`src/rtl/bus68_pkg.sv`:
```
package bus68_pkg;
  typedef enum logic [1:0] {ST_IDLE, ST_WAIT, ST_ACK, ST_DONE} bus_st_e;
endpackage

```
`src/rtl/bus68_sync.sv`:
```
module bus68_sync #(
  parameter int unsigned W = 4,
  parameter logic [W-1:0] RST_VAL = '1
) (
  input  logic         clk_i,
  input  logic         rst_ni,
  input  logic [W-1:0] d_i,
  output logic [W-1:0] q_o
);
  for (genvar g = 0; g < W; g++) begin : g_bit
    logic s1_q, s2_q;
    always_ff @(posedge clk_i or negedge rst_ni) begin
      if (!rst_ni) begin
        s1_q <= RST_VAL[g];
        s2_q <= RST_VAL[g];
      end else begin
        s1_q <= d_i[g];
        s2_q <= s1_q;
      end
    end
    assign q_o[g] = s2_q;
  end
endmodule

```
`src/rtl/bus68_lat_cnt.sv`:
```
module bus68_lat_cnt #(
  parameter int unsigned LAT0 = 8,
  parameter int unsigned LAT1 = 13,
  parameter int unsigned LAT2 = 17,
  parameter int unsigned LAT3 = 23,
  parameter int unsigned CAP_EDGE = 3,
  localparam int unsigned LMAX = (LAT3 > LAT2) ? ((LAT3 > LAT1) ? LAT3 : LAT1) : LAT2,
  localparam int unsigned CW = $clog2(LMAX + 1)
) (
  input  logic       clk_i,
  input  logic       rst_ni,
  input  logic       start_i,
  input  logic       run_i,
  input  logic [1:0] div_i,
  output logic       cap_o,
  output logic       hit_o
);
  logic [CW-1:0] lat_q, cnt_q, lat_sel;

  always_comb begin
    unique case (div_i)
      2'd0: lat_sel = CW'(LAT0);
      2'd1: lat_sel = CW'(LAT1);
      2'd2: lat_sel = CW'(LAT2);
      default: lat_sel = CW'(LAT3);
    endcase
  end

  // divider captured only on start: mid-cycle changes are ignored
  always_ff @(posedge clk_i or negedge rst_ni) begin
    if (!rst_ni) begin
      lat_q <= CW'(LAT0);
      cnt_q <= '0;
    end else if (start_i) begin
      lat_q <= lat_sel;
      cnt_q <= CW'(1);
    end else if (run_i && cnt_q < lat_q) begin
      cnt_q <= cnt_q + CW'(1);
    end
  end

  assign cap_o = run_i && (cnt_q == CW'(CAP_EDGE - 1));
  assign hit_o = run_i && (cnt_q == lat_q - CW'(1));

  p_div_hold_r9: assert property (@(posedge clk_i) disable iff (!rst_ni)
    (run_i && !start_i) |=> $stable(lat_q));
endmodule

```
`src/rtl/bus68_lanes.sv`:
```
module bus68_lanes #(
  parameter int unsigned DW = 16,
  localparam int unsigned NB = DW / 8
) (
  input  logic          clk_i,
  input  logic          rst_ni,
  input  logic          start_i,
  input  logic          cap_i,
  input  logic [NB-1:0] ds_ni,
  input  logic [DW-1:0] data_i,
  output logic [NB-1:0] be_o,
  output logic [DW-1:0] wbuf_o
);
  always_ff @(posedge clk_i or negedge rst_ni) begin
    if (!rst_ni) be_o <= '0;
    else if (start_i) be_o <= ~ds_ni;
  end

  for (genvar b = 0; b < NB; b++) begin : g_lane
    always_ff @(posedge clk_i or negedge rst_ni) begin
      if (!rst_ni) wbuf_o[8*b +: 8] <= '0;
      else if (cap_i) wbuf_o[8*b +: 8] <= data_i[8*b +: 8];
    end
  end
endmodule

```
`src/rtl/bus68_slave.sv`:
```
module bus68_slave
  import bus68_pkg::*;
#(
  parameter int unsigned AW = 16,
  parameter int unsigned DW = 16,
  parameter int unsigned LAT0 = 8,
  parameter int unsigned LAT1 = 13,
  parameter int unsigned LAT2 = 17,
  parameter int unsigned LAT3 = 23
) (
  input  logic          clk_i,
  input  logic          rst_ni,
  input  logic          cs_ni,
  input  logic          as_ni,
  input  logic          uds_ni,
  input  logic          lds_ni,
  input  logic          rw_i,
  input  logic          mr_i,
  input  logic [AW-1:0] addr_i,
  input  logic [1:0]    div_sel_i,
  input  logic [DW-1:0] data_i,
  output logic [DW-1:0] data_o,
  output logic          data_oe_o,
  output logic          dtack_no_o,
  output logic          dtack_oe_o,
  output logic [AW-1:0] mem_addr_o,
  output logic          mem_space_o,
  output logic          mem_we_o,
  output logic [1:0]    mem_be_o,
  output logic [DW-1:0] mem_wdata_o,
  output logic          mem_re_o,
  input  logic [DW-1:0] mem_rdata_i
);
  logic [3:0] ctl_s;
  logic cs_s, as_s, uds_s, lds_s;
  bus_st_e st_q, st_d;
  logic go, run, lat_cap, lat_hit, rd_q;

  bus68_sync #(.W(4), .RST_VAL(4'hF)) u_sync (
    .clk_i, .rst_ni,
    .d_i({cs_ni, as_ni, uds_ni, lds_ni}),
    .q_o(ctl_s)
  );
  assign {cs_s, as_s, uds_s, lds_s} = ctl_s;

  assign go  = (st_q == ST_IDLE) && !cs_s && !as_s && !(uds_s && lds_s);
  assign run = (st_q == ST_WAIT);

  bus68_lat_cnt #(.LAT0(LAT0), .LAT1(LAT1), .LAT2(LAT2), .LAT3(LAT3)) u_lat (
    .clk_i, .rst_ni, .start_i(go), .run_i(run), .div_i(div_sel_i),
    .cap_o(lat_cap), .hit_o(lat_hit)
  );

  bus68_lanes #(.DW(DW)) u_lanes (
    .clk_i, .rst_ni, .start_i(go), .cap_i(lat_cap && !rd_q),
    .ds_ni({uds_ni, lds_ni}), .data_i,
    .be_o(mem_be_o), .wbuf_o(mem_wdata_o)
  );

  always_comb begin
    st_d = st_q;
    unique case (st_q)
      ST_IDLE: if (go) st_d = ST_WAIT;
      ST_WAIT: if (as_s) st_d = ST_DONE;      // abort wins over expiry
               else if (lat_hit) st_d = ST_ACK;
      ST_ACK:  if (as_s) st_d = ST_DONE;
      default: st_d = ST_IDLE;
    endcase
  end

  always_ff @(posedge clk_i or negedge rst_ni) begin
    if (!rst_ni) begin
      st_q        <= ST_IDLE;
      rd_q        <= 1'b0;
      mem_addr_o  <= '0;
      mem_space_o <= 1'b0;
      mem_we_o    <= 1'b0;
      mem_re_o    <= 1'b0;
      data_o      <= '0;
    end else begin
      st_q     <= st_d;
      mem_we_o <= run && !as_s && lat_hit && !rd_q;
      mem_re_o <= go && rw_i;
      if (go) begin
        rd_q        <= rw_i;
        mem_addr_o  <= addr_i;
        mem_space_o <= mr_i;
      end
      if (run && !as_s && lat_hit && rd_q) data_o <= mem_rdata_i;
    end
  end

  assign dtack_no_o = (st_q != ST_ACK);
  assign dtack_oe_o = (st_q != ST_IDLE);
  assign data_oe_o  = rd_q && (st_q == ST_WAIT || st_q == ST_ACK) && !(uds_s && lds_s);

  p_ack_on_hit_r1: assert property (@(posedge clk_i) disable iff (!rst_ni)
    $fell(dtack_no_o) |-> $past(lat_hit));
  p_drive_high_r3: assert property (@(posedge clk_i) disable iff (!rst_ni)
    !dtack_no_o |-> dtack_oe_o);
  p_we_with_ack_r5: assert property (@(posedge clk_i) disable iff (!rst_ni)
    mem_we_o |-> !dtack_no_o);
  p_oe_read_r6: assert property (@(posedge clk_i) disable iff (!rst_ni)
    data_oe_o |-> rd_q);
  p_abort_clean_r8: assert property (@(posedge clk_i) disable iff (!rst_ni)
    (st_q == ST_WAIT && as_s) |=> (dtack_no_o && !mem_we_o));
endmodule

```
`config.mk`:
```
export PLATFORM = sky130hd
export DESIGN_NAME = bus68_slave
export DESIGN_NICKNAME = d
export VERILOG_FILES = /design/src/rtl/bus68_pkg.sv /design/src/rtl/bus68_sync.sv /design/src/rtl/bus68_lat_cnt.sv /design/src/rtl/bus68_lanes.sv /design/src/rtl/bus68_slave.sv
export SDC_FILE = /design/constraint.sdc
export NUM_CORES = 1
export LEC_CHECK = 0
export BUFFER_PORTS_ARGS = -buffer_cell sky130_fd_sc_hd__buf_2
export CAP_MARGIN = 10
export CORE_UTILIZATION = 35
export CTS_BUF_LIST = sky130_fd_sc_hd__clkbuf_16
export DETAILED_ROUTE_END_ITERATION = 7
export HOLD_SLACK_MARGIN = 0.15
export SYNTH_ARGS = -nofsm -noshare
export SYNTH_HDL_FRONTEND = slang
export SYNTH_SLANG_ARGS = --single-unit
```
`constraint.sdc`:
```
create_clock -name clk_i -period 3.2 [get_ports clk_i]
set_clock_uncertainty 0.05 [all_clocks]
set_input_delay 0.32 -clock clk_i [delete_from_list [all_inputs] [get_ports clk_i]]
set_output_delay 0.32 -clock clk_i [all_outputs]
set_load 0.02 [all_outputs]
```
## After elaboration in Yosys (flattened, before gate mapping)

Cells that the tools add are included.
W data, S select, Z words.

- Register bits: 74
- Input bits: 58
- Output and inout port bits: 56
- Word-level logic and storage cells: 67

- Add/sub/neg operators: 2
- Magnitude comparators: 1
- Equality and inequality tests: 10
- Mux-type cells: 8
- Bitwise operators: 1
- Reductions and logical operators: 25

Operator list:

| operator | count |
|---|---|
| $logic_and A1 B1 Y1 | 15 |
| $pmux W5 S3 | 1 |
| $mux W5 | 2 |
| $mux W2 | 4 |
| $pmux W2 S3 | 1 |
| $add A5 B1 Y5 const B | 1 |
| $eq A5 B2 Y1 const B | 1 |
| $eq A5 B5 Y1 | 1 |
| $lt A5 B5 Y1 | 1 |
| $sub A5 B1 Y5 const B | 1 |
| $eq A2 B1 Y1 const B | 2 |
| $eq A2 B2 Y1 const B | 2 |
| $logic_not A1 Y1 | 4 |
| $logic_not A2 Y1 | 2 |
| $ne A2 B2 Y1 const B | 2 |
| $reduce_bool A2 Y1 | 2 |
| $ne A3 B1 Y1 const B | 1 |
| $reduce_and A3 Y1 | 1 |
| $ne A2 B1 Y1 const B | 1 |
| $not A2 Y2 | 1 |
| $logic_or A1 B1 Y1 | 1 |

## Logic depth before layout (Yosys ltp)

Gate-level depths: netlist (run 1).

- Depth in word-level cells: 6
- Mapped depth: 8
- Gate-level depth less buffers: 7

## Cells and area by module

Synthesis (run 1) repeated with hierarchy kept, for this count alone.

- Cells, all modules: 228
- Area, all modules: 3233.1 um2

By module, submodules not included:

| module | times used | cells each | area each (um2) | seq. area each (um2) |
|---|---|---|---|---|
| bus68_slave | 1 | 100 | 1564.0 | 950.9 |
| bus68_lanes | 1 | 40 | 721.9 | 450.4 |
| bus68_lat_cnt | 1 | 76 | 706.9 | 251.5 |
| bus68_sync | 1 | 12 | 240.2 | 210.2 |

## Worst setup path after synthesis (run 1)

No wires, ideal clock.

- Path type: register -> register
- From: register u_lat.lat_q[0]
- To: register data_o[10]
- Library setup time: 0.125 ns
- Arrival: 1.912 ns
- Required time: 3.025 ns
- Path slack: 1.113 ns
- Cell stages (with the launch flop): 9
- Path buffers: 1
- Period minus slack after synthesis: 2.087 ns
- Path through: dfrtp_1 > inv_1 > ha_1 > nand2b_1 > a21boi_0 > o211ai_2 > nor3_4 > buf_8 > mux2_2

- Longest elaborated chain between the ends: 5

Ends and longest elaborated chain:

| element | RTL line | source |
|---|---|---|
| start, declared | bus68_lat_cnt.sv:18 | `logic [CW-1:0] lat_q, cnt_q, lat_sel;` |
| start signal, assigned | bus68_lat_cnt.sv:32 | `lat_q <= CW'(LAT0);` |
| start signal, assigned | bus68_lat_cnt.sv:35 | `lat_q <= lat_sel;` |
| $sub A5 B1 Y5 | bus68_lat_cnt.sv:43 | `assign hit_o = run_i && (cnt_q == lat_q - CW'(1));` |
| $eq A5 B5 Y1 | bus68_lat_cnt.sv:43 |  |
| $logic_and A1 B1 Y1 | bus68_lat_cnt.sv:43 |  |
| $logic_and A1 B1 Y1 (2 in series) | bus68_slave.sv:89 | `if (run && !as_s && lat_hit && rd_q) data_o <= mem_rdata_i;` |
| end signal, assigned | bus68_slave.sv:89 |  |
| end, declared | bus68_slave.sv:22 | `output logic [DW-1:0] data_o,` |

No other way between the ends.
A chain may end at the register's enable or synchronous reset.

## Worst setup path in the final report (run 1)

- From: register u_lat.lat_q[0]
- To: register data_o[1]

Same word-level chain as after synthesis.

==> results of run 1 <==
==> final timing paths <==
check	cells past startpoint	startpoint	end
worst max-delay path	7	u_lat.lat_q[0]	data_o[1]
worst min-delay path	2	data_i[12]	u_lanes.wbuf_o[12]
worst max register to register	7	u_lat.lat_q[0]	data_o[1]
worst min register to register	0	u_sync.g_bit[2].s1_q	u_sync.g_bit[2].s2_q
max in group asynchronous	2	rst_ni	u_lat.lat_q[1]
min in group asynchronous	2	rst_ni	data_o[14]
==> Yosys cell counts (all sizes together) (3+ instances only) <==
master / n
or4: 3
clkbuf: 3
nand3: 3
a21oi: 6
inv: 12
dfrtp: 65
o31ai: 3
a21boi: 3
nand2: 60
buf: 5
dfstp: 9
mux2: 34
xor2: 3
nor3: 3
o21ai: 10
ha: 12
==> stage by stage <==
step	std cells	util [%]	hold WS, ps
4_1_cts	505	50.8	158
6_report	505	50.8	168
2_1_floorplan	256	-	-25.6
5_1_grt	505	50.8	162
3_5_place_dp	467	44.9	297
3_3_place_gp	467	44.9	297
==> metal layers <==
metal,track usage [%],part of all wire [%],vias to the layer above
li1,-,-,1147
met1,18.2,44,1098
met2,24.1,49,69
met3,5.21,5.9,7
met4,6.47,1.5,0
met5,0,0,-
==> cell type report <==
cell class              count  share of cell area [%]
clock inverters             7                    1.06
well taps                 105                    3.09
repair buffers            136                    18.7
clock buffers               9                    5.29
flip-flops and latches     74                    43.8
inverters                  12                    1.06
multi-input cells         162                    27.0
==> report_power, final <==
| part | switching [mW] | internal (mW) |
|---|---|---|
| Sequential | 0.219 | 1.28 |
| Combinational | 0.884 | 0.623 |
| Clock | 0.383 | 0.521 |
==> logic make-up (layout without fill, tap and decap cells) <==
group                      Yosys count  after routing
buffers and inverters               20            164
adders and majority gates           12             12
xor gates and xnor gates             5              5
and+or+nand+nor                     81             81
DFF                                 74             74
muxes                               34             34
AOI/OAI and AO/OA                   30             30
==> sequential cells by signal, indices dropped and copies added, names as in the netlist, 4 cells and up <==
signal             cells
u_sync.g_bit.s1_q      4
u_sync.g_bit.s2_q      4
mem_addr_o            16
u_lat.lat_q            5
u_lanes.wbuf_o        16
data_o                16
u_lat.cnt_q            5
==> critical path, stage by stage, from the launching register on <==
cell and delay (ps):
sky130_fd_sc_hd__dfrtp_1 360, sky130_fd_sc_hd__inv_1 60, sky130_fd_sc_hd__ha_1 240, sky130_fd_sc_hd__nand2b_1 160
sky130_fd_sc_hd__a21boi_0 220, sky130_fd_sc_hd__o211ai_2 170, sky130_fd_sc_hd__nor3_4 630, sky130_fd_sc_hd__mux2_2 410
==> layout by cell type, fill, tap and decap left out, types with 2 or more instances in the layout <==
cell type / count
sky130_fd_sc_hd__clkinvlp_4: 2
sky130_fd_sc_hd__nor4b_1: 2
sky130_fd_sc_hd__nor3_1: 2
sky130_fd_sc_hd__a21oi_1: 6
sky130_fd_sc_hd__dfstp_2: 9
sky130_fd_sc_hd__ha_1: 12
sky130_fd_sc_hd__nand3_1: 3
sky130_fd_sc_hd__mux2_2: 34
sky130_fd_sc_hd__clkbuf_16: 9
sky130_fd_sc_hd__nand3b_1: 2
sky130_fd_sc_hd__dlygate4sd3_1: 22
sky130_fd_sc_hd__nand2b_1: 2
sky130_fd_sc_hd__a21boi_0: 2
sky130_fd_sc_hd__xnor2_1: 2
sky130_fd_sc_hd__buf_2: 112
sky130_fd_sc_hd__o21ai_0: 10
sky130_fd_sc_hd__o31ai_1: 3
sky130_fd_sc_hd__nand2_1: 60
sky130_fd_sc_hd__buf_4: 2
sky130_fd_sc_hd__dfrtp_1: 65
sky130_fd_sc_hd__clkinv_1: 2
sky130_fd_sc_hd__inv_1: 12
sky130_fd_sc_hd__xor2_1: 3
sky130_fd_sc_hd__or4_1: 3
==> timing repair <==
action | 4_1_cts | 5_1_grt
hold endpoints to repair | 88 | 0
hold buffers | 22 | 0
buffers inserted | 0 | 0
==> flow_summary.rst, run 1 <==
.. list-table::
   :header-rows: 1

   * - Metric
     - Value
   * - Leading post-synthesis cells by cell area
     - sky130_fd_sc_hd__dfrtp_1 (52%), sky130_fd_sc_hd__mux2_2 (12%), sky130_fd_sc_hd__dfstp_2 (7.6%), sky130_fd_sc_hd__nand2_1 (7.3%), sky130_fd_sc_hd__ha_1 (4.8%)
   * - Largest driver fanout on the critical path
     - 16
   * - Multiplexer fraction of the synthesized cell area
     - 12.3%
   * - Number of antenna diodes
     - 0
   * - Number of max-slew violations in the final report
     - 0
   * - Post-placement setup slack
     - 768 ps
   * - Pre-antenna DRT Iters
     - 7
   * - Warnings, synthesis
     - 0
   * - Clock root buffer
     - sky130_fd_sc_hd__clkbuf_16
   * - Area delta synth->final
     - 37.2%
   * - Total Routing Usage GR
     - 15.0%
   * - Cell variety after synth
     - 38
   * - Sum of routed wire length over all layers
     - 6600 um
   * - Final total negative setup slack
     - 0 ps
   * - Area of combinational cells with multiple inputs
     - 1150 sq um
   * - Sequential cell area fraction in the yosys report
     - 60.1%
   * - Detailed-route vias per instance
     - 4.60
   * - Number of setup violations in the final report
     - 0
   * - Post-Synthesis Mean Instance Area
     - 12.1 sq um
   * - Antenna violations before repair
     - 0
   * - Total number of vias
     - 2321
   * - Maximum clock frequency
     - 414 MHz
   * - Total half-perimeter wirelength after legalization and detailed placement
     - 4340 um
   * - Clock Latency Late Sink
     - 330 ps
   * - Horizontal die dimension
     - 96.1 um
   * - Number of hold violations in the final report
     - 0
   * - Initial DRC Count
     - 80
   * - Share of synthesized cell area in and, or, nand and nor gates
     - 12.3%
   * - I/O pin count
     - 114
   * - Arrival @ worst endpoint
     - 2570 ps
   * - Netlist area before placement
     - 3100 sq um
   * - NumNets Final
     - 465
   * - Arithmetic-cell share of the synthesized area counting full adders, half adders and majority gates
     - 4.84%
   * - Largest area contributor in the netlist
     - sky130_fd_sc_hd__dfrtp_1
   * - Worst Max-Slew Pin Slew
     - 927 ps
   * - Maximum number of pins on one net before global-route repair
     - 75
   * - Global-route congestion overflow total
     - 0
   * - Total Power Consumption
     - 3.91 mW
   * - Max VDD drop
     - 0.387 mV
   * - Type of the most critical hold path
     - primary input to flip-flop
   * - Number of clock sinks
     - 74
   * - Dominant register cell in the synthesized netlist
     - sky130_fd_sc_hd__dfrtp_1
   * - Min Tclk post-route
     - 2410 ps
   * - CTS clk-pin slew, worst paths
     - 60 ps
   * - Synthesized flop and latch total
     - 74
   * - Total power per unit cell area
     - 920 nW/um^2
   * - Leakage power summed over all cells
     - 2.20 nW
   * - Number of cells produced by synthesis
     - 256
   * - Main combinational cell family by area after synthesis
     - multiplexers
   * - Remaining antenna violation count after routing
     - 0
   * - Req. time, crit path
     - 3360 ps
   * - Setup crit end kind
     - flip-flop
   * - Standard-cell row count
     - 33
   * - IO buf count
     - 113
   * - Cts repair resizes
     - 0
   * - Setup slack of the most critical reg-to-reg path
     - 790 ps
   * - Setup ws final
     - 786 ps
   * - Final design instance area without fill
     - 4250 sq um
   * - Last weighted congestion value of the routability-driven placer
     - 0.765
   * - Number of filler instances in the final layout
     - 772
   * - Die height
     - 96.1 um
   * - Share of post-route cells with drive strength above 1
     - 43.8%
   * - Seq. cell area
     - 1860 sq um
   * - Share of the synthesized area in the top cell type
     - 52.4%
   * - Cell area after placement
     - 3760 sq um
   * - Maximum capacitance violations
     - 0
   * - Status
     - complete, no violations
   * - Startpoint class of the critical path
     - flip-flop
   * - Number of enable flip-flop cells after synthesis
     - 0
   * - Setup repair after global routing missed its margin
     - no
   * - Number of clock buffers inserted by TritonCTS
     - 9
   * - First-pass GRT wire length
     - 10200 um
   * - Worst-case headroom to the max-slew limit
     - 38.2%
   * - Nets in the synthesized netlist
     - 326
   * - Share of synthesized registers carrying an async set or reset
     - 100%
   * - Share of the cycle needed by the critical path after routing
     - 75.4%
   * - Setup Crit Path Kind
     - flip-flop to flip-flop
   * - Synthesized-area fraction occupied by ao, oa, aoi and oai cells
     - 6.17%
   * - DRC violations left
     - 0
   * - Maximum number of buffers from clock root to sink
     - 2
   * - Initial core utilization
     - 37.0%
   * - Vias in the first global route
     - 2201
   * - Average wire length per cell after detail routing
     - 13.1 um
   * - Count of H-tree levels built during CTS
     - 3
   * - Total die area
     - 9240 sq um
   * - Area of the placeable core
     - 8380 sq um
   * - CTS tree
     - done
   * - Share of the synthesized netlist area taken by xor and xnor gates
     - 1.41%
Note: power is estimated with default switching activity, not from simulation.
==> run 2, diff against run 1 <==
==> constraint.sdc (replaced) <==
create_clock -name clk_i -period 2.4 [get_ports clk_i]
set_clock_uncertainty 0.05 [all_clocks]
set_input_delay 0.24 -clock clk_i [delete_from_list [all_inputs] [get_ports clk_i]]
set_output_delay 0.24 -clock clk_i [all_outputs]
set_load 0.02 [all_outputs]
==> flow_summary.rst, run 2 (same netlist as run 1, synthesis figures left out) <==
.. list-table::
   :header-rows: 1

   * - Metric
     - Value
   * - First-pass GRT wire length
     - 11400 um (+12%)
   * - Total power per unit cell area
     - 1140 nW/um^2 (+24%)
   * - Worst-case headroom to the max-slew limit
     - 60.5% (+22 points)
   * - Startpoint class of the critical path
     - flip-flop
   * - Status
     - complete, no violations
   * - Final total negative setup slack
     - 0 ps (unchanged)
   * - Share of the cycle needed by the critical path after routing
     - 91.6% (+16 points)
   * - Maximum number of buffers from clock root to sink
     - 2 (unchanged)
   * - Internal Dissipation
     - 3.28 mW (+35%)
   * - Min Tclk post-route
     - 2200 ps (-217 ps)
   * - Most frequent standard cell in the layout excluding fill and tap cells
     - sky130_fd_sc_hd__buf_2
   * - Horizontal die dimension
     - 96.1 um (unchanged)
   * - Leakage power summed over all cells
     - 2.37 nW (+7.8%)
   * - Area of the placeable core
     - 8380 sq um (unchanged)
   * - Share of post-route cells with drive strength above 1
     - 41.1% (-2.6 points)
   * - IO buf count
     - 113 (unchanged)
   * - Largest registers in the final layout
     - data_o: 16 flops, mem_addr_o: 16 flops, u_lanes.wbuf_o: 16 flops
   * - Clock root buffer
     - sky130_fd_sc_hd__clkbuf_16
   * - Maximum clock frequency
     - 455 MHz (+9.9%)
   * - Setup Crit Path Kind
     - flip-flop to flip-flop
   * - Die height
     - 96.1 um (unchanged)
   * - Total number of vias
     - 2484 (+7.0%)
   * - CTS tree
     - done
   * - Number of buffers inserted by post-CTS setup repair
     - 0 (unchanged)
   * - Req. time, crit path
     - 2540 ps (-820 ps)
   * - DRC violations left
     - 0 (unchanged)
   * - Setup repair after global routing missed its margin
     - no
   * - Average wire length per cell after detail routing
     - 13.3 um (+1.6%)
   * - Total half-perimeter wirelength after legalization and detailed placement
     - 4580 um (+5.5%)
   * - Net switching power
     - 2.00 mW (+34%)
   * - Number of filler instances in the final layout
     - 737 (-4.5%)
   * - Antenna violations before repair
     - 1 (+1)
   * - I/O pin count
     - 114 (unchanged)
   * - Largest driver fanout on the critical path
     - 10 (-6)
   * - Maximum capacitance violations
     - 0 (unchanged)
   * - CTS clk-pin slew, worst paths
     - 60 ps (about the same)
   * - Number of hold violations in the final report
     - 0 (unchanged)
   * - Total Power Consumption
     - 5.28 mW (+35%)
   * - NumNets Final
     - 505 (+8.6%)
   * - Detailed-route vias per instance
     - 4.55 (-1.0%)
   * - Switching part of the total power
     - 37.8% (-0.18 points)
   * - Worst Max-Slew Pin Slew
     - 591 ps (-337 ps)
   * - Global-route congestion overflow total
     - 0 (unchanged)
   * - Initial core utilization
     - 37.0% (unchanged)
   * - Maximum number of pins on one net before global-route repair
     - 42 (-44%)
   * - Max VDD drop
     - 0.688 mV (+78%)
   * - Standard-cell row count
     - 33 (unchanged)
   * - Clock Latency Late Sink
     - 320 ps (about the same)
   * - Number of clock sinks
     - 74 (unchanged)
   * - Sequential share of power
     - 38.0% (-0.4 points)
   * - Sum of routed wire length over all layers
     - 7250 um (+9.9%)
   * - Remaining antenna violation count after routing
     - 0 (unchanged)
   * - Setup crit end kind
     - flip-flop
   * - Total die area
     - 9240 sq um (unchanged)
   * - Cts repair resizes
     - 0 (unchanged)
   * - Pre-antenna DRT Iters
     - 4 (-3)
   * - Arrival @ worst endpoint
     - 2340 ps (-230 ps)
   * - Clock power share
     - 22.8% (-0.3 points)
   * - Last weighted congestion value of the routability-driven placer
     - 0.788 (+3.0%)
   * - Most frequent cells in the layout
     - sky130_fd_sc_hd__buf_2 (112), sky130_fd_sc_hd__dfrtp_1 (65), sky130_fd_sc_hd__nand2_1 (60)
   * - Area delta synth->final
     - 49.7%
   * - Part of the total power dissipated in combinational logic
     - 39.3% (+0.8 points)
   * - Number of setup violations in the final report
     - 0 (unchanged)
   * - Total Routing Usage GR
     - 16.2% (+1.2 points)
   * - Number of clock buffers inserted by TritonCTS
     - 9 (unchanged)
   * - Count of H-tree levels built during CTS
     - 3 (unchanged)
   * - Vias in the first global route
     - 2478 (+13%)
   * - Initial DRC Count
     - 72 (-10%)
   * - Type of the most critical hold path
     - primary input to flip-flop
   * - Number of max-slew violations in the final report
     - 0 (unchanged)
   * - Post-layout util
     - 55.4% (+4.6 points)
==> run 2: critical path: stages, from the launching register on <==
cell,delay (ps)
sky130_fd_sc_hd__dfstp_2,560
sky130_fd_sc_hd__inv_1,60
sky130_fd_sc_hd__ha_1,290
sky130_fd_sc_hd__o211ai_1,90
sky130_fd_sc_hd__a21boi_1,480
sky130_fd_sc_hd__nor3_1,100
sky130_fd_sc_hd__or3b_2,450
==> run 2: repair_timing <==
item / 4_1_cts / 5_1_grt
endpoints found under the hold margin: 91 / 0
hold buffers: 56 / 0
setup endpoints to repair: 0 / 0
==> run 2: layout make-up <==
class / count / area, sq um / area share [%]
Clock inverter: 7 / 45.0 / 0.970
Sequential cell: 74 / 1860 / 40.1
Antenna cell: 1 / 2.50 / 0.0539
Multi-Input combinational cell: 162 / 1150 / 24.7
Tap cell: 105 / 131 / 2.83
Inverter: 12 / 45.0 / 0.970
Clock buffer: 9 / 225 / 4.85
Timing Repair Buffer: 176 / 1180 / 25.4
==> run 2: per-layer routing <==
metal  vias up  global-route usage [%]  wire [um]
met3         2                    5.21        364
met5         -                       0          0
met2        63                    28.0       3770
met4         0                    3.73         32
met1      1196                    19.7       3080
li1       1223                       -          -
==> run 2: worst paths after layout <==
check                                       end  cells after the start  slack (ps)                  from
max                              u_lat.cnt_q[0]                      6         200        u_lat.lat_q[3]
min                                    mem_re_o                      2         180                  rw_i
max reg2reg                      u_lat.cnt_q[0]                      6         200        u_lat.lat_q[3]
max in group asynchronous  u_sync.g_bit[2].s2_q                      3        1200                rst_ni
min reg2reg                u_sync.g_bit[2].s2_q                      0         310  u_sync.g_bit[2].s1_q
min in group asynchronous            data_o[12]                      2         400                rst_ni
==> run 2: power by group through the flow <==
stage / combinational (mW) / clock [mW] / sequential, mW
floorplan: 0.930 / 0 / 2.42
global placement: 1.99 / 0 / 2.00
detailed placement: 2.02 / 0 / 2.01
CTS: 2.09 / 1.24 / 2.00
global route: 2.30 / 1.29 / 2.06
finish: 2.07 / 1.20 / 2.01
==> run 2: per-stage QoR <==
stage               instance area (sq um)  hold slack, ps  std cells  worst slack (ps)
global placement                     3810             216        473               281
floorplan                            3100            -106        256               313
detailed placement                   3810             216        473               217
global route                         4640             184        545              32.1
CTS                                  4640             165        545               209
finish                               4640             181        546               202
==> run 3, diff against run 2 <==
--- a/config.mk
+++ b/config.mk
@@ -5,12 +5,13 @@
 export SDC_FILE = /design/constraint.sdc
 export NUM_CORES = 1
 export LEC_CHECK = 0
-export BUFFER_PORTS_ARGS = -buffer_cell sky130_fd_sc_hd__buf_2
 export CAP_MARGIN = 10
-export CORE_UTILIZATION = 35
+export CORE_UTILIZATION = 65
 export CTS_BUF_LIST = sky130_fd_sc_hd__clkbuf_16
 export DETAILED_ROUTE_END_ITERATION = 7
+export DONT_BUFFER_PORTS = 1
 export HOLD_SLACK_MARGIN = 0.15
+export PLACE_DENSITY = 0.81
 export SYNTH_ARGS = -nofsm -noshare
 export SYNTH_HDL_FRONTEND = slang
 export SYNTH_SLANG_ARGS = --single-unit
==> constraint.sdc (replaced) <==
create_clock -name clk_i -period 2.85 [get_ports clk_i]
set_clock_uncertainty 0.05 [all_clocks]
set_input_delay 0.285 -clock clk_i [delete_from_list [all_inputs] [get_ports clk_i]]
set_output_delay 0.285 -clock clk_i [all_outputs]
set_load 0.02 [all_outputs]
==> flow_summary.rst, run 3 (same netlist as run 1, synthesis figures left out) <==
.. list-table::
   :header-rows: 1

   * - Metric
     - Value
   * - Status
     - finished, violations left
   * - Violated checks
     - DRC
   * - Number of clock sinks
     - 74 (unchanged)
   * - Number of antenna diodes
     - 0 (-1)
   * - Clock Latency Late Sink
     - 330 ps (about the same)
   * - Maximum capacitance violations
     - 0 (unchanged)
   * - Horizontal die dimension
     - 71.1 um (-26%)
   * - Number of hold violations in the final report
     - 0 (unchanged)
   * - Setup repair after global routing missed its margin
     - no
   * - Setup Crit Path Kind
     - flip-flop to flip-flop
   * - Cell area after placement
     - 3140 sq um (-17%)
   * - CTS clk-pin slew, worst paths
     - 60 ps (about the same)
   * - Most frequent cells in the layout
     - sky130_fd_sc_hd__dfrtp_1 (65), sky130_fd_sc_hd__nand2_1 (60), sky130_fd_sc_hd__dlygate4sd3_1 (57)
   * - Arrival @ worst endpoint
     - 2580 ps (+240 ps)
   * - Net switching power
     - 1.82 mW (-8.6%)
   * - Part of the total power dissipated in combinational logic
     - 25.3% (-14 points)
   * - Initial DRC Count
     - 183 (+150%)
   * - Sequential share of power
     - 47.9% (+9.9 points)
   * - Share of post-route cells with drive strength above 1
     - 20.6% (-21 points)
   * - Total die area
     - 5050 sq um (-45%)
   * - Total half-perimeter wirelength after legalization and detailed placement
     - 3840 um (-16%)
   * - Die height
     - 71.1 um (-26%)
   * - Maximum number of pins on one net before global-route repair
     - 75 (+79%)
   * - Type of the most critical hold path
     - flip-flop to flip-flop
   * - End of the worst register-to-register path
     - u_lat.cnt_q[0]
   * - Antenna violations before repair
     - 0 (-1)
   * - First-pass GRT wire length
     - 13400 um (+18%)
   * - Total number of vias
     - 2380 (-4.2%)
   * - IO buf count
     - 0 (-100%)
   * - Max VDD drop
     - 0.737 mV (+7.1%)
   * - Largest registers in the final layout
     - data_o: 16 flops, mem_addr_o: 16 flops, u_lanes.wbuf_o: 16 flops
   * - Total Routing Usage GR
     - 37.1% (+21 points)
   * - Internal Dissipation
     - 2.72 mW (-17%)
   * - Startpoint of the lowest-slack hold path
     - u_sync.g_bit[3].s1_q
   * - Area delta synth->final
     - 30.9%
   * - Startpoint class of the critical path
     - flip-flop
   * - Number of clock buffers inserted by TritonCTS
     - 9 (unchanged)
   * - Largest driver fanout on the critical path
     - 10 (unchanged)
   * - Sum of routed wire length over all layers
     - 8680 um (+20%)
   * - Number of max-slew violations in the final report
     - 0 (unchanged)
   * - Maximum clock frequency
     - 411 MHz (-9.7%)
   * - Setup crit end kind
     - flip-flop
   * - Min Tclk post-route
     - 2430 ps (+236 ps)
   * - Number of filler instances in the final layout
     - 163 (-78%)
   * - Cts repair resizes
     - 0 (unchanged)
   * - Met3 layer wire length in the routed design
     - 769 um (+110%)
   * - I/O pin count
     - 114 (unchanged)
   * - Standard-cell row count
     - 24 (-27%)
   * - Remaining antenna violation count after routing
     - 0 (unchanged)
   * - NumNets Final
     - 390 (-23%)
   * - Count of H-tree levels built during CTS
     - 3 (unchanged)
   * - Clock power share
     - 26.9% (+4.1 points)
   * - Final design instance area without fill
     - 4060 sq um (-13%)
   * - Worst-case headroom to the max-slew limit
     - 46.1% (-14 points)
   * - WL met2
     - 4410 um (+17%)
   * - DRC violations left
     - 7 (+7)
   * - Clock root buffer
     - sky130_fd_sc_hd__clkbuf_16
   * - Number of setup violations in the final report
     - 0 (unchanged)
   * - Worst Max-Slew Pin Slew
     - 806 ps (+216 ps)
   * - Area of the placeable core
     - 4470 sq um (-47%)
   * - Maximum number of buffers from clock root to sink
     - 2 (unchanged)
   * - CTS tree
     - done
   * - Switching part of the total power
     - 40.1% (+2.4 points)
   * - Worst Reg-to-Reg Cells
     - 6 (unchanged)
   * - Worst hold endpoint
     - u_sync.g_bit[3].s2_q
   * - Met1 WL
     - 3060 um (-0.78%)
   * - Share of the cycle needed by the critical path after routing
     - 85.4% (-6.2 points)
   * - Number of stages on the worst hold path
     - 0 (-2)
   * - Total power per unit cell area
     - 1120 nW/um^2 (-1.7%)
   * - Most frequent standard cell in the layout excluding fill and tap cells
     - sky130_fd_sc_hd__dfrtp_1
   * - Final total negative setup slack
     - 0 ps (unchanged)
   * - Vias in the first global route
     - 2592 (+4.6%)
   * - Initial core utilization
     - 69.3% (+32 points)
   * - Pre-antenna DRT Iters
     - 7 (+3)
   * - Highest routed metal layer
     - met4
   * - Last weighted congestion value of the routability-driven placer
     - 0.786 (-0.27%)
   * - Global-route congestion overflow total
     - 0 (unchanged)
   * - Leakage power summed over all cells
     - 1.93 nW (-19%)
   * - Detailed-route vias per instance
     - 6.31 (+39%)
   * - Setup slack of the most critical reg-to-reg path
     - 420 ps (+210 ps)
   * - Average wire length per cell after detail routing
     - 23.0 um (+73%)
   * - Req. time, crit path
     - 3000 ps (+460 ps)
   * - Reg-to-reg critical path startpoint
     - u_lat.lat_q[3]
## run 3: cell count changes in the layout (fill, tap and decap cells not counted), sizes merged
cell | before | now
buf | 120 | 4
bufinv | 0 | 2
clkinvlp | 2 | 0
diode | 1 | 0
dlygate4sd3 | 56 | 57
## run 3: worst max-delay path by stage
stage,slack [ps],end,start,cells after the start
finish,420,u_lat.cnt_q[0],u_lat.lat_q[3],6
global route,270,u_lat.cnt_q[0],u_lat.lat_q[3],6
CTS,620,data_o[13],u_lat.lat_q[0],8
detailed placement,690,u_lat.cnt_q[0],u_lat.lat_q[3],6
global placement,740,data_o[15],u_lat.lat_q[0],8
floorplan,760,data_o[10],u_lat.lat_q[0],8
## run 3: timing repair
action	4_1_cts	5_1_grt
setup buffers	0	0
hold buffers	58	0
hold endpoints to repair	135	0
## run 3: worst max-delay path, stage by stage (launching register included)
cell and delay (ps):
sky130_fd_sc_hd__dfstp_2 570, sky130_fd_sc_hd__inv_1 80, sky130_fd_sc_hd__ha_1 310, sky130_fd_sc_hd__o211ai_1 120, sky130_fd_sc_hd__a21boi_1 570, sky130_fd_sc_hd__nor3_1 120, sky130_fd_sc_hd__or3b_2 480
## run 3: power by group through the flow
stage,combinational [mW],clock (mW),sequential [mW]
after CTS,1.04,1.19,2.12
after floorplan,0.783,0,2.03
after global routing,1.27,1.27,2.20
after global placement,0.878,0,2.11
after detailed placement,0.935,0,2.12
final,1.15,1.22,2.17
## run 3: per-stage QoR
stage          hold WS [ps]  power (mW)  util (%)  setup slack, ps  instances
2_1_floorplan         -60.6        2.82         -              763        256
3_3_place_gp          -58.5        2.99      70.3              738        303
3_5_place_dp          -58.7        3.05      70.3              686        303
4_1_cts                 307        4.35      90.7              622        377
5_1_grt                 311        4.74      90.7              267        377
6_report                309        4.54      90.7              416        377
## run 3: layout make-up
class                   count  area (sq um)  share of cell area, %
well taps                  52          65.1                   1.60
clock inverters             7          92.6                   2.28
multi-input cells         162          1150                   28.3
inverters                  12          45.0                   1.11
clock buffers               9           225                   5.55
repair buffers             61           621                   15.3
flip-flops and latches     74          1860                   45.9
## run 3: per-layer routing
metal | up-vias | GRT usage, %
met2 | 171 | 62.2
met1 | 1165 | 41.9
met4 | 0 | 24.2
met3 | 40 | 10.3
met5 | - | 0
li1 | 1004 | -
